**src/rtl/dbg_agent_pkg.sv**
```systemverilog
package dbg_agent_pkg;
  typedef enum logic [1:0] {
    ST_RUN   = 2'd0,
    ST_STEP  = 2'd1,
    ST_DRAIN = 2'd2,
    ST_HALT  = 2'd3
  } agentState_t;

  typedef struct packed {
    logic captureEv;
    logic evLocal;
    logic captureSp;
    logic timerRun;
  } agentStrobe_t;
endpackage

```
**src/rtl/dbg_agent_ctrl.sv**
```systemverilog
module dbg_agent_ctrl
  import dbg_agent_pkg::*;
(
  input  logic         clk,
  input  logic         rstN,
  input  logic         bpHit,
  input  logic         stopReqIn,
  input  logic         stepMode,
  input  logic         drained,
  input  logic         initFire,
  input  logic         dbgClear,
  output agentStrobe_t stb,
  output agentState_t  state,
  output logic         blockInit,
  output logic         stopReqOut,
  output logic         halted,
  output logic         coreClkEn
);
  agentState_t stateNext;
  logic localEv;
  logic anyEv;

  assign localEv = (state == ST_RUN) && bpHit;
  assign anyEv   = (state == ST_RUN) && (bpHit || stopReqIn);

  always_comb begin
    unique case (state)
      ST_RUN:  blockInit = stepMode || anyEv;
      ST_STEP: blockInit = 1'b0;
      default: blockInit = 1'b1;
    endcase
  end

  always_comb begin
    stateNext = state;
    unique case (state)
      ST_RUN: begin
        if (anyEv) stateNext = (stepMode && !localEv) ? ST_STEP : ST_DRAIN;
      end
      ST_STEP: begin
        if (initFire) stateNext = ST_DRAIN;
      end
      ST_DRAIN: begin
        if (drained) stateNext = ST_HALT;
      end
      ST_HALT: begin
        if (dbgClear) stateNext = ST_RUN;
      end
      default: stateNext = ST_RUN;
    endcase
  end

  always_comb begin
    stb.captureEv = anyEv;
    stb.evLocal   = localEv;
    stb.captureSp = (state == ST_DRAIN) && drained;
    stb.timerRun  = (state != ST_HALT) && !stb.captureSp;
  end

  always_ff @(posedge clk) begin
    if (!rstN) begin
      state      <= ST_RUN;
      stopReqOut <= 1'b0;
    end else begin
      state <= stateNext;
      if (localEv) stopReqOut <= 1'b1;
      else if (state == ST_HALT && dbgClear) stopReqOut <= 1'b0;
    end
  end

  assign halted    = (state == ST_HALT);
  assign coreClkEn = !halted;
endmodule

```
**src/rtl/dbg_agent_dp.sv**
```systemverilog
module dbg_agent_dp
  import dbg_agent_pkg::*;
#(
  parameter int TIMER_W = 16,
  parameter int CNT_W   = 8,
  parameter int OUT_W   = 4
) (
  input  logic               clk,
  input  logic               rstN,
  input  agentStrobe_t       stb,
  input  logic               initFire,
  input  logic               rspFire,
  input  logic               bpEnable,
  input  logic [TIMER_W-1:0] bpValue,
  output logic               bpHit,
  output logic               drained,
  output logic [TIMER_W-1:0] timerVal,
  output logic [CNT_W-1:0]   txCount,
  output logic [OUT_W-1:0]   outstanding,
  output logic [TIMER_W-1:0] evTime,
  output logic [CNT_W-1:0]   evCount,
  output logic               evFlag,
  output logic [TIMER_W-1:0] spTime,
  output logic [CNT_W-1:0]   spCount,
  output logic               spFlag
);
  localparam logic [OUT_W-1:0] OUT_ONE = OUT_W'(1);
  localparam logic [CNT_W-1:0] CNT_ONE = CNT_W'(1);
  localparam logic [TIMER_W-1:0] TMR_ONE = TIMER_W'(1);

  assign bpHit   = bpEnable && (timerVal == bpValue);
  assign drained = (outstanding == '0);

  always_ff @(posedge clk) begin
    if (!rstN) begin
      timerVal    <= '0;
      txCount     <= '0;
      outstanding <= '0;
      evTime      <= '0;
      evCount     <= '0;
      evFlag      <= 1'b0;
      spTime      <= '0;
      spCount     <= '0;
      spFlag      <= 1'b0;
    end else begin
      if (stb.timerRun) timerVal <= timerVal + TMR_ONE;
      if (initFire) txCount <= txCount + CNT_ONE;
      unique case ({initFire, rspFire})
        2'b10:   outstanding <= outstanding + OUT_ONE;
        2'b01:   outstanding <= outstanding - OUT_ONE;
        default: outstanding <= outstanding;
      endcase
      if (stb.captureEv) begin
        evTime  <= timerVal;
        evCount <= txCount;
        evFlag  <= stb.evLocal;
      end
      if (stb.captureSp) begin
        spTime  <= timerVal;
        spCount <= txCount;
        spFlag  <= 1'b0;
      end
    end
  end
endmodule

```
**src/rtl/dbg_agent.sv**
```systemverilog
module dbg_agent
  import dbg_agent_pkg::*;
#(
  parameter int TIMER_W = 16,
  parameter int CNT_W   = 8,
  parameter int OUT_W   = 4
) (
  input  logic               clk,
  input  logic               rstN,
  input  logic               coreReqValid,
  output logic               coreReqReady,
  output logic               nocReqValid,
  input  logic               nocReqReady,
  input  logic               rspValid,
  input  logic               rspReady,
  input  logic               bpEnable,
  input  logic [TIMER_W-1:0] bpValue,
  input  logic               stepMode,
  input  logic               stopReqIn,
  output logic               stopReqOut,
  input  logic               dbgClear,
  output logic               coreClkEn,
  output logic               done,
  output logic [TIMER_W-1:0] evTime,
  output logic [CNT_W-1:0]   evCount,
  output logic               evFlag,
  output logic [TIMER_W-1:0] spTime,
  output logic [CNT_W-1:0]   spCount,
  output logic               spFlag
);
  agentStrobe_t       stb;
  agentState_t        state;
  logic               blockInit;
  logic               initFire;
  logic               rspFire;
  logic               bpHit;
  logic               drained;
  logic [TIMER_W-1:0] timerVal;
  logic [CNT_W-1:0]   txCount;
  logic [OUT_W-1:0]   outstanding;

  assign coreReqReady = nocReqReady && !blockInit;
  assign nocReqValid  = coreReqValid && !blockInit;
  assign initFire     = coreReqValid && nocReqReady && !blockInit;
  assign rspFire      = rspValid && rspReady;

  dbg_agent_ctrl u_ctrl (
    .clk        (clk),
    .rstN       (rstN),
    .bpHit      (bpHit),
    .stopReqIn  (stopReqIn),
    .stepMode   (stepMode),
    .drained    (drained),
    .initFire   (initFire),
    .dbgClear   (dbgClear),
    .stb        (stb),
    .state      (state),
    .blockInit  (blockInit),
    .stopReqOut (stopReqOut),
    .halted     (done),
    .coreClkEn  (coreClkEn)
  );

  dbg_agent_dp #(
    .TIMER_W (TIMER_W),
    .CNT_W   (CNT_W),
    .OUT_W   (OUT_W)
  ) u_dp (
    .clk         (clk),
    .rstN        (rstN),
    .stb         (stb),
    .initFire    (initFire),
    .rspFire     (rspFire),
    .bpEnable    (bpEnable),
    .bpValue     (bpValue),
    .bpHit       (bpHit),
    .drained     (drained),
    .timerVal    (timerVal),
    .txCount     (txCount),
    .outstanding (outstanding),
    .evTime      (evTime),
    .evCount     (evCount),
    .evFlag      (evFlag),
    .spTime      (spTime),
    .spCount     (spCount),
    .spFlag      (spFlag)
  );
endmodule

```
**config.mk**
```make
export PLATFORM = sky130hd
export DESIGN_NAME = dbg_agent
export DESIGN_NICKNAME = d
export VERILOG_FILES = /design/src/rtl/dbg_agent_pkg.sv /design/src/rtl/dbg_agent_ctrl.sv /design/src/rtl/dbg_agent_dp.sv /design/src/rtl/dbg_agent.sv
export SDC_FILE = /design/constraint.sdc
export NUM_CORES = 1
export LEC_CHECK = 0
export BUFFER_PORTS_ARGS = -buffer_cell sky130_fd_sc_hd__clkbuf_2
export CAP_MARGIN = 20
export CORE_MARGIN = 5
export CORE_UTILIZATION = 55
export CTS_BUF_LIST = sky130_fd_sc_hd__clkbuf_4
export DETAILED_ROUTE_END_ITERATION = 8
export PLACE_DENSITY = 0.81
export SLEW_MARGIN = 20
export SYNTH_ARGS = -nofsm -noshare
export SYNTH_HDL_FRONTEND = slang
export SYNTH_SLANG_ARGS = --single-unit
```
**constraint.sdc**
```tcl
create_clock -name clk -period 4.4 [get_ports clk]
set_input_delay 0 -clock clk [delete_from_list [all_inputs] [get_ports clk]]
set_output_delay 0 -clock clk [all_outputs]
set_load 0.01 [all_outputs]
```
==> flow_metrics.tcl <==
set metrics [dict create \
    status "completed" \
    swShare_pct 31.9 \
    post-route-drc-count 0 \
    slew_viol_final 0 \
    placed_cell_area_um2 3920 \
    crit_chain "xor2_1 -> nor4_1 -> and3_1 -> a211o_1 -> a21oi_4 -> inv_1 -> ha_1 -> xor2_1 -> ha_1 -> a21oi_1 -> xor2_1 -> or3_1 -> a21oi_1" \
    antenna_found_initial 0 \
    critical_path_required_ns 4.74 \
    num_vias 2987 \
    synth-main-ff-cell "dfxtp_1" \
    fmax_mhz 324 \
    synth_seq_cells 80 \
    grt_overflow 0 \
    nFillCells 569 \
    drtPass1Iterations 4 \
    stdcell_area_um2 4100 \
    cpMostUsedCell "xor2_1" \
    synth_cell_types 39 \
    final_hold_viol_count 0 \
    total_leakage_power_nw 1.80 \
    port_buffers 79 \
    slew_headroom_pct 29.7 \
    synth.avg_cell_area_um2 8.68 \
    multi_input_area_um2 1790 \
    regArea_um2 1600 \
    drive_above_1_share_pct 20.2 \
    cts_buffers 9 \
    endpoint_kind "flop" \
    clock_skew_ns 0.0104 \
    power.share.clock_pct 28.3 \
    clk_latency_ns 0.43 \
    die_area_um2 8180 \
    hold_path_class "in -> reg" \
    hold-path-cell-count 3 \
    timing.hold.ws_ns 0.0443 \
    wirelength_um 8020 \
    grt_max_degree 71 \
    most-common-layout-cells "dfxtp_1 (80), clkbuf_2 (79), nand2_1 (76)" \
    grtUsageTotal_pct 20.0 \
    p_int_w 0.00114 \
    final.setup.tns_ns 0 \
    synth_nets 445 \
    grt_pass1_wl_um 13300 \
    post_cts_buffers 0 \
    layout-area-overhead-vs-synth_pct 15.2 \
    routabilityCongestion 0.879 \
    ant_nets 0 \
    n_antenna_cell 0 \
    die_width_um 90.4 \
    finalCritPeriodShare_pct 70.2 \
    cp-start-kind "flop" \
    worst_pin_slew_ns 1.05 \
    die_h_um 90.4 \
    rsz0062_at_grt "false" \
    seq_power_share_pct 47.8 \
    ys_warn_count 0 \
    grt_pass1_vias 2768 \
    io_pins 81 \
    coreArea_um2 6310 \
    synth_seq_area_share_pct 45.0 \
    dp_hpwl_um 5680 \
    switchingPower_w 0.000534 \
    cts_tree "yes" \
    finalCriticalPeriod_ns 3.09 \
    max-clock-path-buffers 2 \
    clk_pin_slew_ns 0.12 \
    setup-violations-final 0 \
    drt-initial-drc-count 143 \
    fp-row-count 29 \
    initial_core_util_pct 56.3 \
    p_per_area_nw_per_um2 409 \
    combinationalPowerShare_pct 23.9 \
    critical_path_class "reg -> reg" \
    maxCapViolCount 0 \
    async_flop_share_pct 0 \
    path_max_fanout 10 \
    wl_per_cell_um 14.4 \
    syn-cell-area_um2 3560 \
    critPathSlowestCell "dfxtp_1" \
    mostFrequentLayoutCell "dfxtp_1" \
    syn_inst 410 \
    ir_drop_v 0.000255 \
    viasPerCell 5.36 \
    rrSetupSlack_ns 1.31 \
    ff2ff_path_depth 13 \
    slowest_delay_ns 0.45 \
    arrival_ns 3.43 \
    cts-root-buf "clkbuf_4" \
    postCtsResizedCells 0 \
    synth-edff-count 0 \
    htree_levels 3 \
    numClockSinks 80 \
    nNetsFinal 511 \
]
-- metal layers --
metal	vias to the layer above	share of wire (%)	global-route usage (%)
li1	1484	-	-
met1	1409	44	25.1
met2	80	49	32.6
met3	14	5.3	4.33
met4	0	1.4	8.93
met5	-	0	0
-- state kept, by name, indices dropped and copies added (netlist names) --
name               flops
u_ctrl.state           2
u_ctrl.stopReqOut      1
u_dp.evCount           8
u_dp.evFlag            1
u_dp.evTime           16
u_dp.outstanding       4
u_dp.spCount           8
u_dp.spTime           16
u_dp.timerVal         16
u_dp.txCount           8
-- worst paths after layout --
check	startpoint	to
hold reg to reg	u_dp.spTime[6]	u_dp.spTime[6]
hold / removal	rstN	u_dp.txCount[6]
setup / recovery	u_dp.timerVal[13]	u_dp.outstanding[2]
setup reg to reg	u_dp.timerVal[13]	u_dp.outstanding[2]
-- cell usage after synthesis (3+ instances only) --
library cell  count  area (um^2)
a21oi_1          32          160
and2_1            9         56.3
and3_1            3         18.8
buf_2             9         45.0
clkbuf_1         13         48.8
dfxtp_1          80         1600
ha_1              9          113
inv_1             8         30.0
mux2i_1          32          320
nand2_1          76          285
nand2b_1          6         37.5
nand3_1           7         35.0
nand4_1          10         62.6
nor2_1           47          176
nor2b_1           3         18.8
nor4_1            3         18.8
o21ai_0           3         15.0
xnor2_1          21          184
xor2_1           15          131
-- power by group through the flow --
stage	registers (W)	logic [W]	clock network, W
after floorplan	0.000795	0.000338	0
after global placement	0.000813	0.000393	0
after detailed placement	0.000817	0.000401	0
after CTS	0.000801	0.000404	0.000483
after global routing	0.000808	0.000442	0.000514
final	0.000801	0.000400	0.000474
-- cell type report --
type	instances	area share [%]
Clock inverter	6	2.08
Clock buffer	9	1.65
Multi-Input combinational cell	294	43.6
Sequential cell	80	39.1
Inverter	9	0.855
Timing Repair Buffer	82	10.3
Tap cell	77	2.35
-- stage by stage --
stage | util (%) | power, W | cells | setup WS [ns]
3_3_place_gp | 62.1 | 0.00121 | 540 | 1.47
5_1_grt | 64.9 | 0.00176 | 557 | 1.07
4_1_cts | 64.9 | 0.00169 | 557 | 1.34
6_report | 64.9 | 0.00168 | 557 | 1.31
2_1_floorplan | - | 0.00113 | 410 | 1.62
3_5_place_dp | 62.1 | 0.00122 | 540 | 1.37
-- cell families after synthesis --
kind of cell,synth area share [%]
AOI/OAI and AO/OA,8.44
xor gates and xnor gates,8.86
adders and majority gates,3.17
buffers and inverters,4.71
DFF,45.0
muxes,9.00
other,0.105
and+or+nand+nor,20.7
-- repair_timing --
action,4_1_cts,5_1_grt
endpoints found under the hold margin,2,0
hold buffers,2,0
endpoints found under the setup margin,0,0
-- worst max-delay path: cells and delay by family (launching register included) --
kind                       cells  cell delay [ns]
and+or+nand+nor                3             0.58
DFF                            1             0.45
xor gates and xnor gates       3             0.44
AOI/OAI and AO/OA              4             0.95
buffers and inverters          1             0.11
adders and majority gates      2             0.46
(Power assumes the default switching activity.)
